[src/rtl/mbox_pkg.sv]
package mbox_pkg;
  localparam int unsigned NUM_CORES     = 4;
  localparam int unsigned MBOX_PER_CORE = 4;
  localparam int unsigned DATA_W        = 32;
  localparam int unsigned ADDR_W        = 8;
  localparam int unsigned NUM_MBOX      = NUM_CORES * MBOX_PER_CORE;
  localparam int unsigned CTRL_W        = 2 * MBOX_PER_CORE;

  // window bases; each is aligned to its own window size
  localparam logic [31:0] CTRL_BASE = 32'h50;
  localparam logic [31:0] SET_BASE  = 32'h80;
  localparam logic [31:0] CLR_BASE  = 32'hC0;

  typedef enum logic [1:0] {
    RD_NONE = 2'd0,
    RD_CTRL = 2'd1,
    RD_MBOX = 2'd2
  } rd_kind_e;
endpackage

[src/rtl/mbox_decode.sv]
module mbox_decode
  import mbox_pkg::*;
#(
  parameter int unsigned N_CORES = mbox_pkg::NUM_CORES,
  parameter int unsigned N_MBOX  = mbox_pkg::NUM_MBOX,
  parameter int unsigned AW      = mbox_pkg::ADDR_W
) (
  input  logic                       req_i,
  input  logic                       we_i,
  input  logic [AW-1:0]              addr_i,
  output logic [N_MBOX-1:0]          set_sel_o,
  output logic [N_MBOX-1:0]          clr_sel_o,
  output logic [N_CORES-1:0]         ctrl_sel_o,
  output rd_kind_e                   rd_kind_o,
  output logic [$clog2(N_MBOX)-1:0]  mbox_idx_o,
  output logic [$clog2(N_CORES)-1:0] core_idx_o
);
  localparam int unsigned IDX_W  = $clog2(N_MBOX);
  localparam int unsigned CORE_W = $clog2(N_CORES);
  localparam logic [31:0] CTRL_END = CTRL_BASE + 32'(4 * N_CORES);
  localparam logic [31:0] SET_END  = SET_BASE + 32'(4 * N_MBOX);
  localparam logic [31:0] CLR_END  = CLR_BASE + 32'(4 * N_MBOX);

  logic [31:0] addr_ext;
  logic        in_ctrl, in_set, in_clr, wr;

  assign addr_ext   = 32'(addr_i);
  assign in_ctrl    = (addr_ext >= CTRL_BASE) && (addr_ext < CTRL_END);
  assign in_set     = (addr_ext >= SET_BASE)  && (addr_ext < SET_END);
  assign in_clr     = (addr_ext >= CLR_BASE)  && (addr_ext < CLR_END);
  assign wr         = req_i && we_i;
  // bases are window-aligned, so the index is a plain bit slice
  assign mbox_idx_o = addr_i[IDX_W+1:2];
  assign core_idx_o = addr_i[CORE_W+1:2];

  for (genvar i = 0; i < N_MBOX; i++) begin : g_mbox_sel
    assign set_sel_o[i] = wr && in_set && (mbox_idx_o == IDX_W'(i));
    assign clr_sel_o[i] = wr && in_clr && (mbox_idx_o == IDX_W'(i));
  end

  for (genvar c = 0; c < N_CORES; c++) begin : g_ctrl_sel
    assign ctrl_sel_o[c] = wr && in_ctrl && (core_idx_o == CORE_W'(c));
  end

  always_comb begin
    if (in_ctrl)     rd_kind_o = RD_CTRL;
    else if (in_clr) rd_kind_o = RD_MBOX;
    else             rd_kind_o = RD_NONE;
  end
endmodule

[src/rtl/mbox_word.sv]
module mbox_word #(
  parameter int unsigned DW = mbox_pkg::DATA_W
) (
  input  logic          clk_i,
  input  logic          rst_ni,
  input  logic          set_i,
  input  logic          clr_i,
  input  logic [DW-1:0] wdata_i,
  output logic [DW-1:0] q_o,
  output logic          nz_o
);
  logic [DW-1:0] q;

  always_ff @(posedge clk_i or negedge rst_ni) begin
    if (!rst_ni)    q <= '0;
    else if (set_i) q <= q | wdata_i;
    else if (clr_i) q <= q & ~wdata_i;
  end

  assign q_o  = q;
  assign nz_o = |q;
endmodule

[src/rtl/mbox_steer.sv]
module mbox_steer #(
  parameter int unsigned M = mbox_pkg::MBOX_PER_CORE
) (
  input  logic [M-1:0]   nz_i,
  input  logic [2*M-1:0] ctrl_i,
  output logic [M-1:0]   irq_req_o,
  output logic [M-1:0]   fiq_req_o,
  output logic           irq_o,
  output logic           fiq_o
);
  logic [M-1:0] irq_en, fiq_en;

  assign irq_en    = ctrl_i[M-1:0];
  assign fiq_en    = ctrl_i[2*M-1:M];
  // FIQ wins when both enables are set
  assign fiq_req_o = nz_i & fiq_en;
  assign irq_req_o = nz_i & irq_en & ~fiq_en;
  assign irq_o     = |irq_req_o;
  assign fiq_o     = |fiq_req_o;
endmodule

[src/rtl/mbox_bank.sv]
module mbox_bank
  import mbox_pkg::*;
#(
  parameter int unsigned N_CORES = mbox_pkg::NUM_CORES,
  parameter int unsigned M       = mbox_pkg::MBOX_PER_CORE,
  parameter int unsigned DW      = mbox_pkg::DATA_W,
  parameter int unsigned AW      = mbox_pkg::ADDR_W
) (
  input  logic                 clk_i,
  input  logic                 rst_ni,
  input  logic                 req_i,
  input  logic                 we_i,
  input  logic [AW-1:0]        addr_i,
  input  logic [DW-1:0]        wdata_i,
  output logic [DW-1:0]        rdata_o,
  output logic [N_CORES*M-1:0] irq_req_o,
  output logic [N_CORES*M-1:0] fiq_req_o,
  output logic [N_CORES-1:0]   irq_o,
  output logic [N_CORES-1:0]   fiq_o
);
  localparam int unsigned N_MBOX = N_CORES * M;
  localparam int unsigned CW     = 2 * M;
  localparam int unsigned IDX_W  = $clog2(N_MBOX);
  localparam int unsigned CORE_W = $clog2(N_CORES);

  logic [N_MBOX-1:0]     set_sel, clr_sel, nz;
  logic [N_CORES-1:0]    ctrl_sel;
  rd_kind_e              rd_kind;
  logic [IDX_W-1:0]      mbox_idx;
  logic [CORE_W-1:0]     core_idx;
  logic [N_MBOX*DW-1:0]  mbox_flat;
  logic [N_CORES*CW-1:0] ctrl_flat;
  logic [CW-1:0]         ctrl_q [N_CORES];
  logic [DW-1:0]         rd_d, rdata_q;

  mbox_decode #(.N_CORES(N_CORES), .N_MBOX(N_MBOX), .AW(AW)) u_decode (
    .req_i      (req_i),
    .we_i       (we_i),
    .addr_i     (addr_i),
    .set_sel_o  (set_sel),
    .clr_sel_o  (clr_sel),
    .ctrl_sel_o (ctrl_sel),
    .rd_kind_o  (rd_kind),
    .mbox_idx_o (mbox_idx),
    .core_idx_o (core_idx)
  );

  for (genvar i = 0; i < N_MBOX; i++) begin : g_word
    mbox_word #(.DW(DW)) u_word (
      .clk_i   (clk_i),
      .rst_ni  (rst_ni),
      .set_i   (set_sel[i]),
      .clr_i   (clr_sel[i]),
      .wdata_i (wdata_i),
      .q_o     (mbox_flat[i*DW +: DW]),
      .nz_o    (nz[i])
    );
  end

  always_ff @(posedge clk_i or negedge rst_ni) begin
    if (!rst_ni) begin
      for (int c = 0; c < N_CORES; c++) ctrl_q[c] <= '0;
    end else begin
      for (int c = 0; c < N_CORES; c++)
        if (ctrl_sel[c]) ctrl_q[c] <= wdata_i[CW-1:0];
    end
  end

  for (genvar c = 0; c < N_CORES; c++) begin : g_core
    assign ctrl_flat[c*CW +: CW] = ctrl_q[c];

    mbox_steer #(.M(M)) u_steer (
      .nz_i      (nz[c*M +: M]),
      .ctrl_i    (ctrl_q[c]),
      .irq_req_o (irq_req_o[c*M +: M]),
      .fiq_req_o (fiq_req_o[c*M +: M]),
      .irq_o     (irq_o[c]),
      .fiq_o     (fiq_o[c])
    );
  end

  always_comb begin
    unique case (rd_kind)
      RD_CTRL: rd_d = DW'(ctrl_q[core_idx]);
      RD_MBOX: rd_d = mbox_flat[mbox_idx*DW +: DW];
      default: rd_d = '0;
    endcase
  end

  always_ff @(posedge clk_i or negedge rst_ni) begin
    if (!rst_ni)             rdata_q <= '0;
    else if (req_i && !we_i) rdata_q <= rd_d;
  end

  assign rdata_o = rdata_q;
endmodule

[config.mk]
export PLATFORM = sky130hd
export DESIGN_NAME = mbox_bank
export DESIGN_NICKNAME = d
export VERILOG_FILES = /design/src/rtl/mbox_pkg.sv /design/src/rtl/mbox_decode.sv /design/src/rtl/mbox_word.sv /design/src/rtl/mbox_steer.sv /design/src/rtl/mbox_bank.sv
export SDC_FILE = /design/constraint.sdc
export NUM_CORES = 1
export LEC_CHECK = 0
export BUFFER_PORTS_ARGS = -buffer_cell sky130_fd_sc_hd__buf_2
export CORE_MARGIN = 4
export CORE_UTILIZATION = 40
export DETAILED_ROUTE_END_ITERATION = 10
export GPL_ROUTABILITY_DRIVEN = 0
export SLEW_MARGIN = 25
export SYNTH_ARGS = -nofsm -noshare
export SYNTH_HDL_FRONTEND = slang
export SYNTH_SLANG_ARGS = --single-unit
[constraint.sdc]
create_clock -name clk_i -period 1.9 [get_ports clk_i]
set_input_delay 0.095 -clock clk_i [delete_from_list [all_inputs] [get_ports clk_i]]
set_output_delay 0.095 -clock clk_i [all_outputs]
set_load 0.1 [all_outputs]
==> impl_metrics.json <==
{
  "wl_per_cell_um": 25.0,
  "drcViolationCount": 0,
  "slew_headroom": 0.454,
  "power_density_nw_per_um2": 967,
  "fin_crit_ns": 2.73,
  "hold_viol": 0,
  "layout-drive-gt1-share": 0.400,
  "via_count": 25200,
  "synth_top_area_frac": 0.510,
  "start_kind": "flop",
  "numPortBuffers": 113,
  "drt_iter0_markers": 2929,
  "synth_top_cell_by_area": "dfrtp_1",
  "switchingPower_mw": 11.2,
  "setup_viol_count_final": 40,
  "cts.htree.levels": 2,
  "grt_usage": 0.268,
  "total_power_mw": 36.8,
  "fin_cells": 4099,
  "cts_tree": "yes",
  "ys_types": 40,
  "synth.most_common_cell": "dfrtp_1",
  "cts_buffers": 60,
  "r2r_end": "rdata_o[22]",
  "layout_setup_ws_ns": -0.830,
  "worst_pin_slew_ns": 0.819,
  "cts.sinks": 576,
  "ant_nets": 0,
  "grt_overflow": 0,
  "die-area_um2": 75000,
  "synth_ff_type": "dfrtp_1",
  "clkTransAtPathRegs_ns": 0.06,
  "grt_pass1_vias": 24800,
  "cp_max_fo": 2,
  "grt_max_degree": 117,
  "required_ns": 1.80,
  "clk_latency_ns": 0.64,
  "whs_path_depth": 2,
  "area_growth_pct": 34.5,
  "rrSetupSlack_ns": 0.17,
  "num_rows": 97,
  "synth-seq-area-share": 0.510,
  "grt_antenna_before_repair": 2,
  "nFillCells": 5938,
  "netSwitchingFraction": 0.305,
  "path_class": "flop to primary output",
  "via_per_inst": 6.15,
  "fin_crit_sh": 1.44,
  "syn_avg_cell_area_um2": 10.8,
  "timing.final.max_slew_violations": 0,
  "p_clk_frac": 0.355,
  "wirelength_um": 102000,
  "dpl.cell_count": 3936,
  "netlist_area_um2": 28300,
  "rsz0062_at_grt": "true",
  "num-nets-final": 3150,
  "core_area_um2": 70000,
  "hold_path_startpoint": "wdata_i[4]",
  "violations": "setup timing",
  "netlist_top_cells_count": "576 x dfrtp_1, 354 x a21oi_1, 354 x a31oi_1",
  "grt_pass1_wl_um": 156000,
  "arrival_ns": 2.63,
  "ff2ff_path_depth": 4,
  "irDropWorstVdd_mv": 0.817,
  "dpl.hpwl_um": 71100,
  "io_pins": 116,
  "synth_edf_count": 0,
  "initial_core_util": 0.404,
  "maxCapViolCount": 0,
  "status": "finished, violations left",
  "synthCells": 2613,
  "p_int_mw": 25.6,
  "clk_path_buf_depth": 3,
  "die_w_um": 274,
  "min_path_type": "input port to flop",
  "synthTopCellsByArea": "dfrtp_1 51%, a31oi_1 7.8%, mux2_2 7.3%",
  "dr.pass1.iters": 6,
  "max_clock_freq_mhz": 366,
  "fin_skew_ns": 0.0117,
  "async_reset_ff_frac": 1.00,
  "p_comb_frac": 0.247,
  "root_buffer": "clkbuf_16",
  "crit_path_end_kind": "primary output",
  "syn_nets": 2657,
  "p_leak_nw": 17.3,
  "ys_ff_latch": 576,
  "ys.warnings.count": 0,
  "die_y_um": 274,
  "seqPwrFrac": 0.398
}
==> cells in the final DEF, fill, tap and decap left out, types with 11 or more instances in the layout <==
master         Yosys  routed
buf_4              9     534
clkbuf_16          0      61
a22oi_1           62      62
nand2b_1          11      11
nand3_1           26      25
clkinv_2           0      12
clkbuf_8           0      17
buf_2             35      69
nand4_1           36      36
nor2b_1           12      12
dlygate4sd3_1      0      17
nand2_1          187     187
mux2i_1          111     111
a31oi_1          354     354
buf_6              2      32
nor4_4             2      18
buf_12             0      78
dfrtp_1          576     576
o21ai_4            0      14
o21ai_2            0      14
inv_2              1      15
mux4_2            80      80
nor4_1           129      55
a21oi_1          354     354
mux2_2           183     183
o21ai_0           59      31
nor4_2             2      60
o22ai_1           31      31
==> cells by family (layout without fill, tap and decap cells) <==
family / count (synthesis) / in the layout / synth area share
AO/OA/AOI/OAI: 874 / 874 / 0.179
buffers and inverters: 335 / 879 / 0.0478
flip-flops: 576 / 576 / 0.510
multiplexers: 383 / 383 / 0.181
other: 0 / 2 / 0
AND/OR/NAND/NOR: 445 / 445 / 0.0828
==> critical path, stage by stage (launching register included) <==
cell     delay, ns
dfrtp_1       0.39
nor4_2        0.33
buf_4         0.17
nand4_1       0.11
buf_6         0.18
o21ai_4       0.16
nand4_1       0.35
buf_8         0.31
==> what timing repair did <==
action,CTS,global route
buffers inserted,20,22
pin swaps,58,52
gates resized for setup,309,87
hold buffers,17,0
setup endpoints to repair,40,40
hold endpoints to repair,661,0
==> cell type report <==
type,instances,area (µm²),share of cell area
antenna,2,5.00,0.000132
timing repair buffer,737,6550,0.172
clock inverter,25,387,0.0102
tap,940,1180,0.0310
sequential,576,14400,0.379
clock buffer,88,1800,0.0473
multi-input combinational,1702,13500,0.356
inverter,29,143,0.00375
==> power by group through the flow <==
stage	Clock (mW)	Sequential [mW]	Combinational, mW
after floorplan	0	14.8	3.83
after global placement	0	14.6	7.89
after detailed placement	0	14.6	8.02
after CTS	13.2	14.5	8.70
after global routing	13.7	14.8	9.61
final	13.0	14.6	9.08
==> worst max-delay path by stage <==
stage	endpoint	cells past startpoint
floorplan	irq_req_o[0]	4
global placement	fiq_o[3]	6
detailed placement	fiq_o[3]	6
CTS	fiq_o[0]	7
global route	fiq_o[0]	5
finish	fiq_o[3]	7
==> metrics by stage <==
step	setup TNS, ns	utilization	worst slack, ns	instance area (µm²)	hold slack (ns)
after floorplan	0	-	0.000336	28300	-0.201
after global placement	-9.20	0.483	-0.607	33800	-0.0581
after detailed placement	-9.45	0.483	-0.630	33800	-0.0555
after CTS	-22.24	0.534	-0.792	37400	0.00103
after global routing	-25.81	0.543	-0.910	38000	0.0326
final	-22.99	0.543	-0.830	38000	0.0350
==> per-layer routing <==
| metal | global-route usage | part of all wire | vias to the layer above |
|---|---|---|---|
| li1 | - | - | 11000 |
| met1 | 0.370 | 0.40 | 12700 |
| met2 | 0.434 | 0.47 | 1274 |
| met3 | 0.0385 | 0.081 | 248 |
| met4 | 0.0963 | 0.041 | 0 |
| met5 | 0 | 0 | - |
No activity file was read; power rests on OpenSTA's default activity.
